**src/rtl/dpcm_pkg.sv**
```systemverilog
// Shared types for the two-port code multiplexer.
// Assumes: mode pins are plain synchronous levels.
package dpcm_pkg;

    typedef enum logic [1:0] {
        MODE_RSV  = 2'd0,
        MODE_PASS = 2'd1,
        MODE_ILV  = 2'd2
    } mode_e;

    // Map the three mode pins onto a mode class
    function automatic mode_e decode_pins(input logic p1, input logic p2, input logic p3);
        mode_e m;
        if (p3) begin
            m = MODE_RSV;
        end else if (p1) begin
            m = MODE_PASS;
        end else if (p2) begin
            m = MODE_ILV;
        end else begin
            m = MODE_RSV;
        end
        return m;
    endfunction

endpackage

```
**src/rtl/dpcm_ctl.sv**
```systemverilog
// Control stage: registers the decoded mode, the pass-through select and
// the half-rate phase, and keeps a one-cycle-delayed copy of the phase.
// The delayed copy steers the interleave output between the A and B words.
// Assumes: half_phase toggles every clock while interleave is in use.
module dpcm_ctl
    import dpcm_pkg::*;
(
    input  logic  clk,
    input  logic  rst_n,
    input  logic  half_phase,
    input  logic  ctl1,
    input  logic  ctl2,
    input  logic  ctl3,
    output mode_e mode_q,
    output logic  sel_b_q,
    output logic  ph_q,
    output logic  ph_d1
);

    // Register the mode class, port select and phase history on every clock
    always_ff @(posedge clk) begin
        if (!rst_n) begin
            mode_q  <= MODE_RSV;
            sel_b_q <= 1'b0;
            ph_q    <= 1'b0;
            ph_d1   <= 1'b0;
        end else begin
            mode_q  <= decode_pins(ctl1, ctl2, ctl3);
            sel_b_q <= ctl2;
            ph_q    <= half_phase;
            ph_d1   <= ph_q;
        end
    end

endmodule

```
**src/rtl/dpcm_capture.sv**
```systemverilog
// Capture stage: samples both ports on every clock. In interleave mode it
// latches the pair on the registered load phase and flags that a pair is held.
// Assumes: mode_q and ph_q come from dpcm_ctl, one register after the pins.
module dpcm_capture
    import dpcm_pkg::*;
#(
    parameter int CODE_W = 10,
    parameter int NPORT  = 2
) (
    input  logic                 clk,
    input  logic                 rst_n,
    input  logic [CODE_W-1:0]    port_in [NPORT],
    input  mode_e                mode_q,
    input  logic                 ph_q,
    output logic [CODE_W-1:0]    word_q  [NPORT],
    output logic [CODE_W-1:0]    pair_q  [NPORT],
    output logic                 pair_valid
);

    localparam logic [CODE_W-1:0] ZERO_CODE = '0;

    logic load_pair;
    assign load_pair = (mode_q == MODE_ILV) && ph_q;

    for (genvar p = 0; p < NPORT; p++) begin : g_port
        // Sample port p on every clock
        always_ff @(posedge clk) begin
            if (!rst_n) begin
                word_q[p] <= ZERO_CODE;
            end else begin
                word_q[p] <= port_in[p];
            end
        end

        // Latch port p into the pair register on a load edge
        always_ff @(posedge clk) begin
            if (!rst_n) begin
                pair_q[p] <= ZERO_CODE;
            end else if (load_pair) begin
                pair_q[p] <= word_q[p];
            end
        end
    end

    // Track whether a pair from the current interleave run is held
    always_ff @(posedge clk) begin
        if (!rst_n) begin
            pair_valid <= 1'b0;
        end else if (mode_q != MODE_ILV) begin
            pair_valid <= 1'b0;
        end else if (ph_q) begin
            pair_valid <= 1'b1;
        end
    end

endmodule

```
**src/rtl/dpcm_out.sv**
```systemverilog
// Output stage: picks the next code for the current mode and registers it with
// its valid flag. Reserved mode freezes the code.
// Assumes: port index 0 is A and index 1 is B.
module dpcm_out
    import dpcm_pkg::*;
#(
    parameter int CODE_W = 10,
    parameter int NPORT  = 2
) (
    input  logic                 clk,
    input  logic                 rst_n,
    input  mode_e                mode_q,
    input  logic                 sel_b_q,
    input  logic                 ph_d1,
    input  logic [CODE_W-1:0]    word_q [NPORT],
    input  logic [CODE_W-1:0]    pair_q [NPORT],
    input  logic                 pair_valid,
    output logic [CODE_W-1:0]    code_out,
    output logic                 code_valid
);

    localparam logic [CODE_W-1:0] MID_CODE = CODE_W'(1) << (CODE_W - 1);
    localparam int PORT_A = 0;
    localparam int PORT_B = 1;

    logic [CODE_W-1:0] next_code;
    logic              next_valid;

    // Choose the next code and its validity from the mode
    always_comb begin
        next_code  = code_out;
        next_valid = 1'b0;
        case (mode_q)
            MODE_PASS: begin
                next_code  = sel_b_q ? word_q[PORT_B] : word_q[PORT_A];
                next_valid = 1'b1;
            end
            MODE_ILV: begin
                next_code  = ph_d1 ? pair_q[PORT_A] : pair_q[PORT_B];
                next_valid = pair_valid;
            end
            default: begin
                next_code  = code_out;
                next_valid = 1'b0;
            end
        endcase
    end

    // Register the output code and flag
    always_ff @(posedge clk) begin
        if (!rst_n) begin
            code_out   <= MID_CODE;
            code_valid <= 1'b0;
        end else begin
            code_out   <= next_code;
            code_valid <= next_valid;
        end
    end

endmodule

```
**src/rtl/dual_port_code_mux.sv**
```systemverilog
// Top of the two-port code multiplexer: control, capture and output stages.
// Assumes: synchronous active-low reset and a single clock domain.
module dual_port_code_mux
    import dpcm_pkg::*;
#(
    parameter int CODE_W = 10
) (
    input  logic              clk,
    input  logic              rst_n,
    input  logic              half_phase,
    input  logic              ctl1,
    input  logic              ctl2,
    input  logic              ctl3,
    input  logic [CODE_W-1:0] port_a,
    input  logic [CODE_W-1:0] port_b,
    output logic [CODE_W-1:0] code_out,
    output logic              code_valid
);

    localparam int NPORT = 2;

    mode_e             mode_q;
    logic              sel_b_q;
    logic              ph_q;
    logic              ph_d1;
    logic [CODE_W-1:0] port_in [NPORT];
    logic [CODE_W-1:0] word_q  [NPORT];
    logic [CODE_W-1:0] pair_q  [NPORT];
    logic              pair_valid;

    assign port_in[0] = port_a;
    assign port_in[1] = port_b;

    dpcm_ctl i_ctl (
        .clk        (clk),
        .rst_n      (rst_n),
        .half_phase (half_phase),
        .ctl1       (ctl1),
        .ctl2       (ctl2),
        .ctl3       (ctl3),
        .mode_q     (mode_q),
        .sel_b_q    (sel_b_q),
        .ph_q       (ph_q),
        .ph_d1      (ph_d1)
    );

    dpcm_capture #(.CODE_W(CODE_W), .NPORT(NPORT)) i_capture (
        .clk        (clk),
        .rst_n      (rst_n),
        .port_in    (port_in),
        .mode_q     (mode_q),
        .ph_q       (ph_q),
        .word_q     (word_q),
        .pair_q     (pair_q),
        .pair_valid (pair_valid)
    );

    dpcm_out #(.CODE_W(CODE_W), .NPORT(NPORT)) i_out (
        .clk        (clk),
        .rst_n      (rst_n),
        .mode_q     (mode_q),
        .sel_b_q    (sel_b_q),
        .ph_d1      (ph_d1),
        .word_q     (word_q),
        .pair_q     (pair_q),
        .pair_valid (pair_valid),
        .code_out   (code_out),
        .code_valid (code_valid)
    );

endmodule

```
**config.mk**
```make
export PLATFORM = sky130hd
export DESIGN_NAME = dual_port_code_mux
export DESIGN_NICKNAME = d
export VERILOG_FILES = /design/src/rtl/dpcm_pkg.sv /design/src/rtl/dpcm_ctl.sv /design/src/rtl/dpcm_capture.sv /design/src/rtl/dpcm_out.sv /design/src/rtl/dual_port_code_mux.sv
export SDC_FILE = /design/constraint.sdc
export NUM_CORES = 1
export LEC_CHECK = 0
export ABC_AREA = 0
export BUFFER_PORTS_ARGS = -buffer_cell sky130_fd_sc_hd__buf_2
export CAP_MARGIN = 40
export CORE_UTILIZATION = 45
export CTS_CLUSTER_SIZE = 25
export DETAILED_ROUTE_END_ITERATION = 10
export MAX_ROUTING_LAYER = met4
export PLACE_DENSITY = 0.66
export SLEW_MARGIN = 25
export SYNTH_ARGS = -nofsm -noshare
export SYNTH_HDL_FRONTEND = slang
export SYNTH_SLANG_ARGS = --single-unit
```
**constraint.sdc**
```tcl
create_clock -name clk -period 3.1 [get_ports clk]
set_input_delay 0.155 -clock clk [delete_from_list [all_inputs] [get_ports clk]]
set_output_delay 0.155 -clock clk [all_outputs]
set_load 0.05 [all_outputs]
```
==> results of run 1 <==
## critical path, cell delays in order, from the launching register on
cell and delay, ns:
sky130_fd_sc_hd__dfxtp_1 0.33, sky130_fd_sc_hd__inv_1 0.04, sky130_fd_sc_hd__ha_1 0.49, sky130_fd_sc_hd__nand3b_2 0.46
sky130_fd_sc_hd__o221ai_1 0.26
## kinds of logic after synthesis
kind of cell | count (synthesis) | share of synthesized area [%]
AND/OR/NAND/NOR | 82 | 18.61
flip-flops | 57 | 53.87
AO/OA/AOI/OAI | 32 | 12.11
multiplexers | 21 | 9.982
buffers and inverters | 16 | 4.253
adder cells (fa/ha/maj) | 2 | 1.181
## cell type report
cell class,instances,area [µm²]
Clock buffer,14,162.7
Fill cell,402,1973
Inverter,2,7.507
Multi-Input combinational cell,137,887.1
Sequential cell,57,1141
Tap cell,52,65.06
Timing Repair Buffer,39,207.7
## path summary, 6_finish.rpt
check	startpoint	endpoint	slack (ns)	cells after the start
setup / recovery	i_ctl.mode_q[0]$_SDFF_PP0_	i_out.code_out[7]$_SDFFE_PN0P_	1.43	4
hold / removal	port_a[7]	i_capture.word_q[17]$_SDFF_PN0_	0.03	2
setup reg to reg	i_ctl.mode_q[0]$_SDFF_PP0_	i_out.code_out[7]$_SDFFE_PN0P_	1.43	4
hold reg to reg	i_capture.pair_q[12]$_SDFFE_PN0P_	i_capture.pair_q[12]$_SDFFE_PN0P_	0.45	2
## state kept, by name, indices dropped and copies added (netlist names)
| signal | count |
|---|---|
| i_capture.pair_q | 20 |
| i_capture.word_q | 20 |
| i_out.code_out | 10 |
| i_ctl.mode_q | 2 |
| i_capture.pair_valid | 1 |
| i_ctl.ph_d1 | 1 |
| i_ctl.ph_q | 1 |
| i_ctl.sel_b_q | 1 |
| i_out.code_valid | 1 |
## cells in the mapped netlist
library cell and n:
sky130_fd_sc_hd__nand3b_2 1, sky130_fd_sc_hd__nor3b_1 2, sky130_fd_sc_hd__a21oi_1 1, sky130_fd_sc_hd__buf_4 3
sky130_fd_sc_hd__nand3_1 9, sky130_fd_sc_hd__dfxtp_1 57, sky130_fd_sc_hd__nand2_1 44, sky130_fd_sc_hd__buf_2 3
sky130_fd_sc_hd__a21boi_0 19, sky130_fd_sc_hd__mux2i_1 20, sky130_fd_sc_hd__clkbuf_1 6, sky130_fd_sc_hd__inv_1 2
sky130_fd_sc_hd__o211ai_2 1, sky130_fd_sc_hd__and2_1 24, sky130_fd_sc_hd__mux2_2 1, sky130_fd_sc_hd__ha_1 2
sky130_fd_sc_hd__o221ai_1 9, sky130_fd_sc_hd__a21boi_1 1, sky130_fd_sc_hd__o211a_1 1, sky130_fd_sc_hd__buf_6 2
sky130_fd_sc_hd__nor2_1 2
## power by group through the flow
| stage | Combinational (mW) | Sequential, mW | Clock, mW |
|---|---|---|---|
| after CTS | 0.0918 | 0.775 | 0.594 |
| after global placement | 0.0890 | 0.790 | 0 |
| final | 0.0909 | 0.774 | 0.584 |
| after detailed placement | 0.0898 | 0.790 | 0 |
| after global routing | 0.100 | 0.777 | 0.626 |
| after floorplan | 0.0523 | 0.797 | 0 |
## layer usage
layer | GRT usage (%) | wire length [µm] | share of wire (%) | vias to the layer above
met4 | 11.33 | 101 | 2.6 | 0
li1 | - | - | - | 776
met2 | 26.43 | 1682 | 42 | 34
met3 | 4.274 | 149 | 3.8 | 11
met5 | - | 0 | 0 | -
met1 | 23.13 | 2026 | 51 | 679
==> flow_summary.html, run 1 <==
<table>
<tr><th>Metric</th><th>Value</th></tr>
<tr><th colspan="2">Synth</th></tr>
<tr><td>Share of Yosys cell area claimed by the top area cell type</td><td>between 50% and 60%</td></tr>
<tr><td>Count of yosys warnings during synthesis</td><td>0</td></tr>
<tr><td>Post-synthesis cell type with the largest combined area</td><td>sky130_fd_sc_hd__dfxtp_1</td></tr>
<tr><td>Area of the mapped netlist</td><td>between 2000 and 2500 µm²</td></tr>
<tr><td>Synthesized area per cell</td><td>10.09 µm²</td></tr>
<tr><td>Seq cells post-synth</td><td>between 50 and 60</td></tr>
<tr><td>Part of the Yosys area used for sequential elements</td><td>between 50% and 60%</td></tr>
<tr><td>Area contributors post-synth</td><td>sky130_fd_sc_hd__dfxtp_1 54%, sky130_fd_sc_hd__mux2i_1 9.5%, sky130_fd_sc_hd__nand2_1 7.8%</td></tr>
<tr><td>Mapped Cells</td><td>210</td></tr>
<tr><td>Number of distinct library cell variants in the gate-level netlist after synthesis</td><td>21</td></tr>
<tr><td>Post-synthesis net count</td><td>roughly 240</td></tr>
<tr><th colspan="2">Place</th></tr>
<tr><td>PortBufs</td><td>36</td></tr>
<tr><td>Post-Place Worst Slack</td><td>between 1 and 1.5 ns</td></tr>
<tr><td>Detailed placer's ending HPWL</td><td>roughly 2400 µm</td></tr>
<tr><td>Cell area reported after detailed placement</td><td>roughly 2300 µm²</td></tr>
<tr><td>Final weighted congestion in routability-driven placement</td><td>0.7511</td></tr>
<tr><td>Cell total after placement</td><td>about 290</td></tr>
<tr><th colspan="2">Clock network</th></tr>
<tr><td>Largest buffer count on any clock path</td><td>2</td></tr>
<tr><td>Clk Tree Root Cell</td><td>sky130_fd_sc_hd__clkbuf_8</td></tr>
<tr><td>Number of setup buffers added after CTS</td><td>0</td></tr>
<tr><td>Number of clock buffers inserted by TritonCTS</td><td>9</td></tr>
<tr><td># clock sinks</td><td>57</td></tr>
<tr><td>H-tree depth</td><td>3</td></tr>
<tr><td>Number of gates resized after CTS</td><td>0</td></tr>
<tr><td>CTS tree</td><td>built</td></tr>
<tr><td>Hold-fix buffers, CTS</td><td>2</td></tr>
<tr><td>Clock latency at the later pin of the worst-skew pair</td><td>around 0.33 ns</td></tr>
<tr><td>Clock transition at path regs</td><td>roughly 0.06 ns</td></tr>
<tr><th colspan="2">Power and ir drop</th></tr>
<tr><td>Leak pwr</td><td>between 0.9 and 1 nW</td></tr>
<tr><td>Power density over the cells</td><td>a little under 600 nW/µm²</td></tr>
<tr><td>Net switching power of the design</td><td>roughly 330 µW</td></tr>
<tr><td>Max IR drop VDD</td><td>approximately 0.26 mV</td></tr>
<tr><td>Sw Ratio</td><td>about 22%</td></tr>
<tr><td>Clk network pwr share</td><td>40.3%</td></tr>
<tr><td>Logic gate share of total power</td><td>roughly 6.3%</td></tr>
<tr><td>Sequential group share of total power</td><td>between 50% and 60%</td></tr>
<tr><td>Internal cell power</td><td>~1.1 mW</td></tr>
<tr><td>Post-route total power</td><td>approximately 1.4 mW</td></tr>
<tr><th colspan="2">Cells and area</th></tr>
<tr><td># diodes</td><td>0</td></tr>
<tr><td>Final #Nets</td><td>about 270</td></tr>
<tr><td>Commonest non-fill, non-tap cells in the layout</td><td>57 x sky130_fd_sc_hd__dfxtp_1, 44 x sky130_fd_sc_hd__nand2_1, 36 x sky130_fd_sc_hd__buf_2</td></tr>
<tr><td>Final Instance Count excl. Fillers</td><td>between 300 and 400</td></tr>
<tr><td>Final Cell Area</td><td>~2500 µm²</td></tr>
<tr><td>Leading cell type in the layout, fill and taps excluded</td><td>sky130_fd_sc_hd__dfxtp_1</td></tr>
<tr><td>Synthesis-to-layout area growth</td><td>16.66%</td></tr>
<tr><td>Fraction of final layout cells sized beyond drive strength 1</td><td>between 20% and 30%</td></tr>
<tr><td>Post-layout util</td><td>about 56%</td></tr>
<tr><th colspan="2">Critical path</th></tr>
<tr><td>Critical path data required time</td><td>roughly 3.4 ns</td></tr>
<tr><td>Critical path start-end classification</td><td>reg -&gt; reg</td></tr>
<tr><td>Kind of start point of the critical path</td><td>register</td></tr>
<tr><td>CP arrival</td><td>~1.9 ns</td></tr>
<tr><td>CP max FO</td><td>14</td></tr>
<tr><td>Category of the worst setup path capture point</td><td>register</td></tr>
<tr><th colspan="2">Floorplanning</th></tr>
<tr><td>Standard cell core area</td><td>4444 µm²</td></tr>
<tr><td>Full die area</td><td>roughly 5000 µm²</td></tr>
<tr><td>Width of the chip</td><td>a little over 70 µm</td></tr>
<tr><td>Floorplan die height</td><td>70.61 µm</td></tr>
<tr><td>Starting utilization of the core area</td><td>between 40% and 50%</td></tr>
<tr><td>I/O Pins</td><td>37</td></tr>
<tr><td>FP Rows</td><td>24</td></tr>
<tr><th colspan="2">Timing</th></tr>
<tr><td>Worst relative slew slack</td><td>51.42%</td></tr>
<tr><td>Final Max Tran Viols</td><td>0</td></tr>
<tr><td>Number of hold violations in the final report</td><td>0</td></tr>
<tr><td>Unrepaired setup endpoints after global routing</td><td>no</td></tr>
<tr><td>Layout Skew</td><td>0.007971 ns</td></tr>
<tr><td>Final Setup Violations</td><td>0</td></tr>
<tr><td>Maximum achievable frequency</td><td>597.2 MHz</td></tr>
<tr><td>Fin crit share</td><td>around 54%</td></tr>
<tr><td>Transition at the pin with the smallest max-transition slack</td><td>~0.73 ns</td></tr>
<tr><td>Fin Hold WS</td><td>0.02512 ns</td></tr>
<tr><td>Crit path time final</td><td>roughly 1.7 ns</td></tr>
<tr><td>Sum Neg Setup Slack</td><td>0 ns</td></tr>
<tr><td>Setup slack of the critical path after layout</td><td>1.425 ns</td></tr>
<tr><th colspan="2">Route</th></tr>
<tr><td>Vias</td><td>1500</td></tr>
<tr><td>Average detailed-routed wire length per instance</td><td>between 10 and 15 µm</td></tr>
<tr><td>Wire length after detailed routing</td><td>approximately 4000 µm</td></tr>
<tr><td>Ratio of routed vias to standard cells</td><td>between 4 and 5</td></tr>
<tr><td>DRC violations left</td><td>4</td></tr>
<tr><td>First-pass DRT Iterations</td><td>7</td></tr>
<tr><td>Antenna Violating Nets Remaining</td><td>0</td></tr>
<tr><td>Number of DRC violations after detailed-routing iteration 0</td><td>125</td></tr>
<tr><th colspan="2">GRT</th></tr>
<tr><td>Number of global-route vias before repair</td><td>1447</td></tr>
<tr><td>Total global routing overflow</td><td>0</td></tr>
<tr><td>Overall global routing resource usage</td><td>between 10% and 20%</td></tr>
<tr><td>Initial antenna violation count</td><td>0</td></tr>
<tr><td>Wire length of the first global-routing pass</td><td>roughly 6700 µm</td></tr>
<tr><td>Pin count of the biggest net entering global routing</td><td>56</td></tr>
<tr><th colspan="2">Min path</th></tr>
<tr><td>Kind of path behind the tightest hold check</td><td>in -&gt; reg</td></tr>
<tr><th colspan="2">Run status</th></tr>
<tr><td>Status</td><td>finished with violations</td></tr>
<tr><td>Violations in the final reports</td><td>DRC</td></tr>
<tr><th colspan="2">Flow run</th></tr>
<tr><td>Number of max-cap violations</td><td>0</td></tr>
</table>
Note: power is estimated with default switching activity, not from simulation.
==> run 2, diff against run 1 <==
--- a/config.mk
+++ b/config.mk
@@ -12,7 +12,7 @@
 export CTS_CLUSTER_SIZE = 25
 export DETAILED_ROUTE_END_ITERATION = 10
 export MAX_ROUTING_LAYER = met4
-export PLACE_DENSITY = 0.66
+export PLACE_DENSITY = 0.69
 export SLEW_MARGIN = 25
 export SYNTH_ARGS = -nofsm -noshare
 export SYNTH_HDL_FRONTEND = slang
==> constraint.sdc (replaced) <==
create_clock -name clk -period 1.5 [get_ports clk]
set_input_delay 0.075 -clock clk [delete_from_list [all_inputs] [get_ports clk]]
set_output_delay 0.075 -clock clk [all_outputs]
set_load 0.05 [all_outputs]
==> run 2 against run 1 <==
The flow still finishes with violations (DRC); via count up 10%; worst hold slack better by 0.15 ns; fmax up 21%; global-route usage up 1.3 points; combinational power rose to 2.9 times the previous value; routed wire length up 5.9%; register-to-register slack worse by 1.3 ns; first-iteration DRC count down 10%; non-clock buffer count up 30; clock skew down 0.0011 ns; power up 110%; largest cell class unchanged.
==> flow_summary.html, run 2 (synthesized netlist as in run 1, its figures left out) <==
<table>
<tr><th>Metric</th><th>Value</th></tr>
<tr><th colspan="2">Clock network</th></tr>
<tr><td>Clock latency at the later pin of the worst-skew pair</td><td>approximately 0.33 ns</td></tr>
<tr><td>CTS tree</td><td>built</td></tr>
<tr><td># clock sinks</td><td>57</td></tr>
<tr><td>Clock transition at path regs</td><td>around 0.060 ns</td></tr>
<tr><td>Largest buffer count on any clock path</td><td>2</td></tr>
<tr><td>Number of clock buffers inserted by TritonCTS</td><td>9</td></tr>
<tr><td>H-tree depth</td><td>3</td></tr>
<tr><td>Clk Tree Root Cell</td><td>sky130_fd_sc_hd__clkbuf_8</td></tr>
<tr><th colspan="2">Cells and area</th></tr>
<tr><td>Post-layout util</td><td>between 60% and 70%</td></tr>
<tr><td># diodes</td><td>0</td></tr>
<tr><td>Final #Nets</td><td>approximately 300</td></tr>
<tr><td>Fraction of final layout cells sized beyond drive strength 1</td><td>between 20% and 30%</td></tr>
<tr><td>Synthesis-to-layout area growth</td><td>31.72%</td></tr>
<tr><td>Final Cell Area</td><td>between 2000 and 3000 µm²</td></tr>
<tr><td>Leading cell type in the layout, fill and taps excluded</td><td>sky130_fd_sc_hd__dfxtp_1</td></tr>
<tr><td>Commonest non-fill, non-tap cells in the layout</td><td>57 x sky130_fd_sc_hd__dfxtp_1, 43 x sky130_fd_sc_hd__nand2_1, 36 x sky130_fd_sc_hd__buf_2</td></tr>
<tr><td>Largest registers</td><td>i_capture.pair_q x20, i_capture.word_q x20, i_out.code_out x10</td></tr>
<tr><th colspan="2">Timing</th></tr>
<tr><td>Final Max Tran Viols</td><td>0</td></tr>
<tr><td>Final Setup Violations</td><td>0</td></tr>
<tr><td>Fin crit share</td><td>between 90% and 100%</td></tr>
<tr><td>Fin Hold WS</td><td>~0.18 ns</td></tr>
<tr><td>Worst relative slew slack</td><td>about three quarters</td></tr>
<tr><td>Setup slack of the critical path after layout</td><td>0.1184 ns</td></tr>
<tr><td>Layout Skew</td><td>~0.0069 ns</td></tr>
<tr><td>Crit path time final</td><td>around 1.4 ns</td></tr>
<tr><td>Maximum achievable frequency</td><td>723.8 MHz</td></tr>
<tr><td>Transition at the pin with the smallest max-transition slack</td><td>0.3932 ns</td></tr>
<tr><td>Number of hold violations in the final report</td><td>0</td></tr>
<tr><th colspan="2">Run status</th></tr>
<tr><td>Violations in the final reports</td><td>DRC</td></tr>
<tr><td>Status</td><td>finished with violations</td></tr>
<tr><th colspan="2">Critical path</th></tr>
<tr><td>Critical path start-end classification</td><td>reg -&gt; reg</td></tr>
<tr><td>Kind of start point of the critical path</td><td>register</td></tr>
<tr><td>CP arrival</td><td>between 1.5 and 2 ns</td></tr>
<tr><td>Critical register-to-register path startpoint</td><td>i_ctl.mode_q[0]$_SDFF_PP0_</td></tr>
<tr><td>Critical path data required time</td><td>between 1.5 and 2 ns</td></tr>
<tr><td>Logic depth of the worst register-to-register path</td><td>5</td></tr>
<tr><td>Origin of the worst setup path</td><td>i_ctl.mode_q[0]$_SDFF_PP0_</td></tr>
<tr><td>Worst reg-to-reg setup slack</td><td>0.12 ns</td></tr>
<tr><td>CP max FO</td><td>9</td></tr>
<tr><td>Category of the worst setup path capture point</td><td>register</td></tr>
<tr><td>Endpoint of the worst-slack reg-to-reg timing path</td><td>i_out.code_out[4]$_SDFFE_PN0P_</td></tr>
<tr><th colspan="2">Route</th></tr>
<tr><td>Wire length after detailed routing</td><td>between 4000 and 5000 µm</td></tr>
<tr><td>Vias</td><td>1651</td></tr>
<tr><td>First-pass DRT Iterations</td><td>7</td></tr>
<tr><td>Detail Route met2 WL</td><td>approximately 1900 µm</td></tr>
<tr><td>Met3 Wirelength</td><td>about 160 µm</td></tr>
<tr><td>Antenna Violating Nets Remaining</td><td>0</td></tr>
<tr><td>DRC violations left</td><td>2</td></tr>
<tr><td>Ratio of routed vias to standard cells</td><td>a little under 5</td></tr>
<tr><td>Detailed-routing wirelength on met1</td><td>2031 µm</td></tr>
<tr><td>Number of DRC violations after detailed-routing iteration 0</td><td>around 110</td></tr>
<tr><td>Average detailed-routed wire length per instance</td><td>12.59 µm</td></tr>
<tr><td>Top layer in use</td><td>met4</td></tr>
<tr><th colspan="2">GRT</th></tr>
<tr><td>Number of global-route vias before repair</td><td>between 1500 and 2000</td></tr>
<tr><td>Total global routing overflow</td><td>0</td></tr>
<tr><td>Wire length of the first global-routing pass</td><td>a little over 7000 µm</td></tr>
<tr><td>Initial antenna violation count</td><td>0</td></tr>
<tr><td>Overall global routing resource usage</td><td>between 10% and 20%</td></tr>
<tr><td>Pin count of the biggest net entering global routing</td><td>23</td></tr>
<tr><th colspan="2">Flow run</th></tr>
<tr><td>Number of max-cap violations</td><td>0</td></tr>
<tr><th colspan="2">Floorplanning</th></tr>
<tr><td>Starting utilization of the core area</td><td>a little under half</td></tr>
<tr><td>FP Rows</td><td>24</td></tr>
<tr><td>Standard cell core area</td><td>~4400 µm²</td></tr>
<tr><td>Full die area</td><td>4986 µm²</td></tr>
<tr><td>I/O Pins</td><td>37</td></tr>
<tr><td>Width of the chip</td><td>between 70 and 80 µm</td></tr>
<tr><td>Floorplan die height</td><td>70.61 µm</td></tr>
<tr><th colspan="2">Place</th></tr>
<tr><td>PortBufs</td><td>36</td></tr>
<tr><td>Final weighted congestion in routability-driven placement</td><td>just over 0.7</td></tr>
<tr><td>Detailed placer's ending HPWL</td><td>2578 µm</td></tr>
<tr><td>Post-Place Worst Slack</td><td>-0.001233 ns</td></tr>
<tr><td>Cell area reported after detailed placement</td><td>around 2400 µm²</td></tr>
<tr><th colspan="2">Power and ir drop</th></tr>
<tr><td>Leak pwr</td><td>~1.1 nW</td></tr>
<tr><td>Power density over the cells</td><td>approximately 1100 nW/µm²</td></tr>
<tr><td>Max IR drop VDD</td><td>between 0.6 and 0.7 mV</td></tr>
<tr><th colspan="2">Min path</th></tr>
<tr><td>Kind of path behind the tightest hold check</td><td>in -&gt; reg</td></tr>
<tr><td>Hold Startpoint</td><td>rst_n</td></tr>
<tr><td>Number of cells traversed by the worst hold path</td><td>2</td></tr>
<tr><td>Worst-case hold path end point</td><td>i_capture.pair_valid$_SDFFE_PP0P_</td></tr>
</table>
-- run 2: where the power goes --
group | total [mW] | internal [mW] | switching (mW)
logic | 0.261 | 0.136 | 0.126
clock network | 1.24 | 0.681 | 0.563
registers | 1.59 | 1.56 | 0.0250
-- run 2: metal layers --
layer / up-vias / track usage [%]
met4: 0 / 9.556
met3: 12 / 5.698
li1: 843 / -
met1: 757 / 23.30
met2: 39 / 30.64
met5: - / -
-- run 2: metrics by stage --
step | setup TNS, ns | instances | power [mW]
after floorplan | 0 | 210 | 1.756
after global placement | 0 | 292 | 1.826
after detailed placement | -0.001357 | 292 | 1.829
after CTS | 0 | 333 | 3.124
after global routing | -0.01354 | 333 | 3.218
final | 0 | 333 | 3.092
-- run 2: layout make-up --
cell class | instances | area (µm²)
fill | 365 | 1654
sequential | 57 | 1141
multi-input combinational | 137 | 899.6
timing repair buffer | 69 | 503.0
clock buffer | 13 | 158.9
tap | 52 | 65.06
clock inverter | 3 | 15.01
inverter | 2 | 7.507
-- run 2: how the worst max path moves through the flow --
stage,end,slack [ns]
3_3_place_gp,i_out.code_out[6]$_SDFFE_PN0P_,0.06
6_report,i_out.code_out[4]$_SDFFE_PN0P_,0.12
2_1_floorplan,i_out.code_out[0]$_SDFFE_PN0P_,0.26
5_1_grt,i_out.code_out[4]$_SDFFE_PN0P_,-0.01
4_1_cts,i_out.code_out[5]$_SDFFE_PN0P_,0.02
3_5_place_dp,i_capture.pair_q[11]$_SDFFE_PN0P_,-0.001
-- run 2: critical path: stages (launching register included) --
cell and delay (ns):
sky130_fd_sc_hd__dfxtp_1 0.33, sky130_fd_sc_hd__inv_1 0.04, sky130_fd_sc_hd__ha_1 0.38, sky130_fd_sc_hd__nor2_1 0.16, sky130_fd_sc_hd__nand2_2 0.16, sky130_fd_sc_hd__o221ai_1 0.22
-- run 2: what timing repair did --
| action | 4_1_cts | 5_1_grt |
|---|---|---|
| endpoints found under the hold margin | 24 | 0 |
| endpoints found under the setup margin | 4 | 9 |
| setup buffers | 0 | 0 |
| hold buffers | 25 | 0 |
| resized for setup | 1 | 2 |
